## config.mk

```make
export PLATFORM = sky130hd
export DESIGN_NAME = dma_desc_ctrl
export DESIGN_NICKNAME = d
export VERILOG_FILES = /design/src/rtl/dma_desc_ctrl.sv
export SDC_FILE = /design/constraint.sdc
export NUM_CORES = 1
export LEC_CHECK = 0
export CAP_MARGIN = 20
export CORE_MARGIN = 2
export CORE_UTILIZATION = 45
export CTS_CLUSTER_SIZE = 10
export DETAILED_ROUTE_END_ITERATION = 6
export HOLD_SLACK_MARGIN = 0.12
export PLACE_DENSITY = 0.73
export SKIP_CTS_REPAIR_TIMING = 1
export SLEW_MARGIN = 10
export SYNTH_ARGS = -nofsm -noshare
export SYNTH_HDL_FRONTEND = slang
export SYNTH_SLANG_ARGS = --single-unit
export TNS_END_PERCENT = 30
```

## constraint.sdc

```tcl
create_clock -name clk -period 6.49 [get_ports clk]
set_clock_uncertainty 0.15 [all_clocks]
set_input_delay 1.298 -clock clk [delete_from_list [all_inputs] [get_ports clk]]
set_output_delay 1.298 -clock clk [all_outputs]
set_load 0.01 [all_outputs]
```

## src/rtl/dma_desc_ctrl.sv

```systemverilog
module dma_desc_ctrl #(
  parameter int NCH = 4,
  parameter int DW  = 32
) (
  input  logic           clk,
  input  logic           rst_n,
  input  logic           cfg_we,
  input  logic [2:0]     cfg_addr,
  input  logic [DW-1:0]  cfg_wdata,
  output logic [DW-1:0]  cfg_rdata,
  input  logic [NCH-1:0] trig,
  output logic           mem_req,
  output logic           mem_we,
  output logic [DW-1:0]  mem_addr,
  output logic [DW-1:0]  mem_wdata,
  input  logic [DW-1:0]  mem_rdata,
  input  logic           mem_rdy
);
  localparam int CW = (NCH > 1) ? $clog2(NCH) : 1;

  typedef enum logic [2:0] {S_IDLE, S_FETCH, S_WBD, S_RD, S_WR, S_WBC} st_t;

  st_t            st;
  logic           run, crc_en;
  logic [DW-1:0]  dbase, wbase, buf_q;
  logic [CW-1:0]  chsel, cur, pick;
  logic [NCH-1:0] en, pend, busy, done, err, cand;
  logic [1:0]     k;
  logic [DW-1:0]  dsc [4];
  logic [DW-1:0]  slot, step, koff;

  wire wr_ctrl  = cfg_we && (cfg_addr == 3'd0);
  wire wr_dbase = cfg_we && (cfg_addr == 3'd1);
  wire wr_wbase = cfg_we && (cfg_addr == 3'd2);
  wire wr_sel   = cfg_we && (cfg_addr == 3'd3);
  wire wr_ch    = cfg_we && (cfg_addr == 3'd4);
  wire grst     = wr_ctrl && cfg_wdata[1] && !run && !crc_en;
  wire hs       = mem_req && mem_rdy;
  wire last_k   = (k == 2'd3);

  assign cand = pend & en;
  assign slot = DW'(cur) << 4;
  assign koff = DW'({k, 2'b00});
  assign step = dsc[1] << dsc[0][9:8];

  always_comb begin
    pick = '0;
    for (int i = NCH - 1; i >= 0; i--)
      if (cand[i]) pick = CW'(i);
  end

  assign mem_req = (st != S_IDLE);
  assign mem_we  = (st == S_WBD) || (st == S_WR) || (st == S_WBC);

  always_comb begin
    case (st)
      S_FETCH: mem_addr = dbase + slot + koff;
      S_WBD:   mem_addr = wbase + slot + koff;
      S_RD:    mem_addr = dsc[2] - step;
      S_WR:    mem_addr = dsc[3] - step;
      S_WBC:   mem_addr = wbase + slot + DW'(4);
      default: mem_addr = '0;
    endcase
    case (st)
      S_WBD:   mem_wdata = dsc[k];
      S_WR:    mem_wdata = buf_q;
      S_WBC:   mem_wdata = dsc[1];
      default: mem_wdata = '0;
    endcase
  end

  always_comb begin
    case (cfg_addr)
      3'd0:    cfg_rdata = DW'({crc_en, 1'b0, run});
      3'd1:    cfg_rdata = dbase;
      3'd2:    cfg_rdata = wbase;
      3'd3:    cfg_rdata = DW'(chsel);
      3'd4:    cfg_rdata = DW'({err[chsel], done[chsel], busy[chsel], en[chsel]});
      default: cfg_rdata = '0;
    endcase
  end

  always_ff @(posedge clk) begin
    if (!rst_n || grst) begin
      st <= S_IDLE; run <= 1'b0; crc_en <= 1'b0;
      dbase <= '0; wbase <= '0; buf_q <= '0;
      chsel <= '0; cur <= '0; k <= '0;
      en <= '0; pend <= '0; busy <= '0; done <= '0; err <= '0;
      for (int i = 0; i < 4; i++) dsc[i] <= '0;
    end else begin
      if (wr_ctrl && !cfg_wdata[1]) begin
        run    <= cfg_wdata[0];
        crc_en <= cfg_wdata[2];
      end
      if (wr_dbase) dbase <= cfg_wdata;
      if (wr_wbase) wbase <= cfg_wdata;
      if (wr_sel)   chsel <= cfg_wdata[CW-1:0];

      for (int i = 0; i < NCH; i++) begin
        if (trig[i] && en[i]) pend[i] <= 1'b1;
        else if (!en[i])      pend[i] <= 1'b0;
      end

      if (wr_ch) begin
        if (cfg_wdata[1]) begin
          if (!en[chsel]) begin
            en[chsel] <= 1'b0; done[chsel] <= 1'b0;
            err[chsel] <= 1'b0; pend[chsel] <= 1'b0;
          end
        end else begin
          en[chsel] <= cfg_wdata[0];
        end
      end

      case (st)
        S_IDLE: if (run && |cand) begin
          cur <= pick; k <= '0; st <= S_FETCH;
          pend[pick] <= 1'b0; busy[pick] <= 1'b1;
          done[pick] <= 1'b0; err[pick]  <= 1'b0;
        end
        S_FETCH: if (hs) begin
          dsc[k] <= mem_rdata;
          if (k == 2'd0 && !mem_rdata[0]) begin
            err[cur] <= 1'b1; en[cur] <= 1'b0; busy[cur] <= 1'b0;
            st <= S_IDLE;
          end else begin
            k <= k + 2'd1;
            if (last_k) st <= S_WBD;
          end
        end
        S_WBD: if (hs) begin
          k <= k + 2'd1;
          if (last_k) begin
            if (dsc[1] == '0) begin
              done[cur] <= 1'b1; busy[cur] <= 1'b0; st <= S_IDLE;
            end else st <= S_RD;
          end
        end
        S_RD: if (hs) begin
          buf_q <= mem_rdata; st <= S_WR;
        end
        S_WR: if (hs) begin
          dsc[1] <= dsc[1] - DW'(1); st <= S_WBC;
        end
        S_WBC: if (hs) begin
          if (dsc[1] == '0) begin
            done[cur] <= 1'b1; busy[cur] <= 1'b0; st <= S_IDLE;
          end else st <= S_RD;
        end
        default: st <= S_IDLE;
      endcase
    end
  end

  AST_SINGLE_BUSY: assert property (@(posedge clk) disable iff (!rst_n)
    $onehot0(busy));

  AST_REQ_HOLD: assert property (@(posedge clk) disable iff (!rst_n)
    (mem_req && !mem_rdy && !grst) |=> (mem_req && $stable(mem_addr) && $stable(mem_we)));

  AST_BAD_DESC_STOPS: assert property (@(posedge clk) disable iff (!rst_n)
    (st == S_FETCH && mem_rdy && k == 2'd0 && !mem_rdata[0] && !wr_ch)
    |=> (!en[cur] && err[cur] && !mem_req));

  AST_CHRST_BLOCKED: assert property (@(posedge clk) disable iff (!rst_n)
    (wr_ch && cfg_wdata[1] && en[chsel] && st != S_FETCH) |=> en[$past(chsel)]);

  AST_GRST_BLOCKED: assert property (@(posedge clk) disable iff (!rst_n)
    (wr_ctrl && cfg_wdata[1] && (run || crc_en)) |=> ($stable(dbase) && $stable(wbase)));
endmodule

```

==> reports/metrics.cfg <==
[setup_path]
critPathMaxFanout=3
required_ps=5040
worstSetupStartpoint=st[1]
cp_slowest_cell=clkdlybuf4s50_1
start_kind=flip-flop
max_stage_delay_ps=520
worstPathCellList=nand2b_1 -> nor2_4 -> mux2i_2 -> ha_1 -> inv_1 -> fa_1 -> a211o_1 -> a2111oi_2 -> buf_4 -> nor4_1 -> o21a_1 -> or2_1 -> a221oi_2 -> mux2i_1 -> o221ai_1 -> clkdlybuf4s50_1
worstSetupEndpointType=output port
r2r_cells=8
criticalPathCategory=reg2out
regToRegSetupSlack_ps=2100
crit_end=mem_addr[30]
r2r-end=dsc[0][3]
cp.arrival_ps=4910
r2r_start=st[0]

[power]
p_comb_frac=0.125
internal_power_uw=2840
pwr-share-seq=0.468
clkPwrFrac=0.407
netSwitchingFraction=0.262
net-switching-power_uw=1010
peakVddDrop_v=0.000174
p_leak_uw=0.00714
power.density_mw_per_mm2=185

[synth]
synth_nets=2214
synth-async-reset-ratio=0
ys.flop_type=dfxtp_1
synthCells=2092
synth_area_mm2=0.0176
yosys_warnings=0
ys_seq_area_frac=0.365
ys_seq_elements=257
synth_edf_count=128
ys_types=72
syn_avg_cell_area_um2=8.41

[clock_network]
clkLatencyLatePin_ps=600
htree_num_levels=1
clock-sinks=257
cts-root-buf=clkbuf_16
numCtsBuffers=30
cts_max_path_buffers=3
cts.clk_slew.worst_paths_ps=60
cts_tree=yes

[global_routing]
grt_max_degree=63
grt_pass1_wl_um=90000
grt_antenna_before_repair=0
track_usage=0.280
grt_overflow=0
grt_pass1_vias=15900

[outcome]
outcome=completed

[floorplan]
die-area_mm2=0.0407
io_pins=173
core_mm2=0.0386
initial_core_util=0.455
die_h_um=202
rows=72
fp.dieW_um=202

[placed_design]
port_buffers=172
gp_congestion=0.948
place_hpwl_um=41400
place_area_mm2=0.0197

[sta]
worstMarginPinSlew_ps=1080
report.final.slew_viol_count=0
slew_headroom=0.280
finalCriticalPeriod_ps=6360
fin_crit_sh=0.979
finalHoldViolCount=0
rsz0062_at_grt=true
setup_viol=0
max_freq_ghz=0.157
tns_ps=0

[layout]
drive_gt1_frac=0.0802
fin_area_mm2=0.0208
fillers=3515
nets=2308
areaGrowthSynthToFinish_pct=18.4
antenna_cells=0

[route]
post_drt_wl_per_cell_um=21.4
first_pass_iters=7
first_iter_violations=1844
antenna_left=0
dr_total_vias=16700
via_per_inst=6.15
drc=0
wl_um=58200

[min_path]
hold_class=reg2reg

[job]
drv_cap=0

## power by group through the flow
| stage | Clock (uW) | Sequential, uW | Combinational [uW] |
|---|---|---|---|
| 2_1_floorplan | 0 | 1800 | 299 |
| 3_3_place_gp | 0 | 1830 | 451 |
| 3_5_place_dp | 0 | 1830 | 456 |
| 4_1_cts | 1580 | 1790 | 460 |
| 5_1_grt | 1650 | 1800 | 516 |
| 6_report | 1570 | 1800 | 480 |
## synth_stat cells, types with 4 or more instances
| cell | count | area [um^2] |
|---|---|---|
| a22o_1 | 32 | 280 |
| or3_1 | 11 | 68.8 |
| or4_1 | 6 | 45.0 |
| buf_1 | 14 | 52.6 |
| a211oi_1 | 12 | 90.1 |
| o41ai_1 | 6 | 52.6 |
| nor4_1 | 29 | 181 |
| mux2_2 | 6 | 67.6 |
| or2_2 | 4 | 25.0 |
| a21oi_1 | 176 | 881 |
| nor3_1 | 26 | 130 |
| and3_1 | 18 | 113 |
| o21ai_0 | 89 | 445 |
| nand3_1 | 40 | 200 |
| or2_1 | 5 | 31.3 |
| a221oi_1 | 9 | 78.8 |
| nand3b_1 | 5 | 37.5 |
| nand2_1 | 431 | 1620 |
| o21ai_1 | 20 | 100 |
| a31oi_1 | 7 | 43.8 |
| xnor2_1 | 80 | 701 |
| ha_1 | 43 | 538 |
| inv_1 | 75 | 282 |
| o221ai_1 | 14 | 123 |
| o211ai_1 | 12 | 90.1 |
| nor2b_1 | 47 | 294 |
| clkbuf_1 | 138 | 518 |
| fa_1 | 4 | 80.1 |
| nor2_1 | 130 | 488 |
| a22oi_1 | 48 | 360 |
| mux4_2 | 55 | 1240 |
| o31ai_1 | 12 | 90.1 |
| a21o_1 | 15 | 113 |
| buf_2 | 4 | 20.0 |
| dfxtp_1 | 129 | 2580 |
| xor2_1 | 36 | 315 |
| edfxtp_1 | 128 | 3840 |
| a211o_1 | 5 | 43.8 |
| o22ai_1 | 6 | 37.5 |
| and2_1 | 43 | 269 |
| o21a_1 | 9 | 67.6 |
| nand2b_1 | 17 | 106 |
| nor3b_1 | 6 | 45.0 |
| nand4_1 | 17 | 106 |
| mux2i_1 | 28 | 280 |
## layout by cell type (no fill, tap or decap), types with 27 or more instances in the layout
cell and instances:
a21oi_1 175, a22o_1 32, a22oi_1 48, and2_1 43, buf_4 39, clkbuf_16 31, clkdlybuf4s50_1 172, dfxtp_1 125
edfxtp_1 128, ha_1 43, inv_1 75, mux2i_1 27, mux4_2 55, nand2_1 430, nand3_1 39, nor2_1 126
nor2b_1 45, o21ai_0 89, xnor2_1 80, xor2_1 35
## state kept, by name, summed over array words and instances, names as in the netlist, 3 cells and up, named ones only
signal	cells
err	4
pend	4
dbase	32
buf_q	32
wbase	32
st	3
dsc	128
done	4
busy	4
en	4
## metal layers
metal  global-route usage  vias to the layer above  wire (um)
met5                    0                        -          0
li1                     -                     7651          -
met1                0.387                     7994      23800
met3               0.0546                      134       6560
met4                0.102                        0       2110
met2                0.435                      970      25700
## cell type report
type                    count  area (um^2)  area share
multi-input cells        1604        10500       0.502
flip-flops and latches    257         6430       0.309
repair buffers            218         2110       0.101
clock buffers              51          861      0.0413
well taps                 518          648      0.0311
inverters                  75          282      0.0135
clock inverters             1         30.0     0.00144
## how the worst min path moves through the flow
| stage | start | to | slack [ps] | depth (start not counted) |
|---|---|---|---|---|
| floorplan | buf_q[0] | buf_q[0] | 290 | 2 |
| global placement | buf_q[15] | buf_q[15] | 290 | 2 |
| detailed placement | buf_q[2] | buf_q[2] | 300 | 2 |
| CTS | buf_q[2] | buf_q[2] | 310 | 2 |
| global route | buf_q[22] | buf_q[22] | 330 | 2 |
| finish | buf_q[20] | buf_q[20] | 300 | 2 |
## worst max-delay path: cells and delay by family (launching register included)
family,cells,cell delay (ps)
mux,2,530
compound gates,5,1450
fa+ha+maj,2,600
simple gates,4,690
flops,1,300
buf+inv,3,750
## through the flow
stage | total power [uW] | util | hold WS (ps) | setup WS, ps | instances
2_1_floorplan | 2090 | - | 287 | 514 | 2092
3_3_place_gp | 2280 | 0.510 | 294 | 428 | 2662
3_5_place_dp | 2290 | 0.511 | 298 | 404 | 2665
4_1_cts | 3840 | 0.534 | 306 | -235 | 2717
5_1_grt | 3960 | 0.539 | 326 | -82.8 | 2724
6_report | 3840 | 0.539 | 304 | 135 | 2724
## logic make-up (layout without fill, tap and decap cells)
group / count (synthesis) / in the layout / share of synthesized area
multiplexers: 89 / 89 / 0.0902
buffers and inverters: 231 / 345 / 0.0496
flip-flops: 257 / 257 / 0.365
adder cells (fa/ha/maj): 48 / 48 / 0.0357
XOR/XNOR: 116 / 116 / 0.0578
AO/OA/AOI/OAI: 504 / 504 / 0.181
AND/OR/NAND/NOR: 847 / 847 / 0.221
Note: power is estimated with default switching activity, not from simulation.
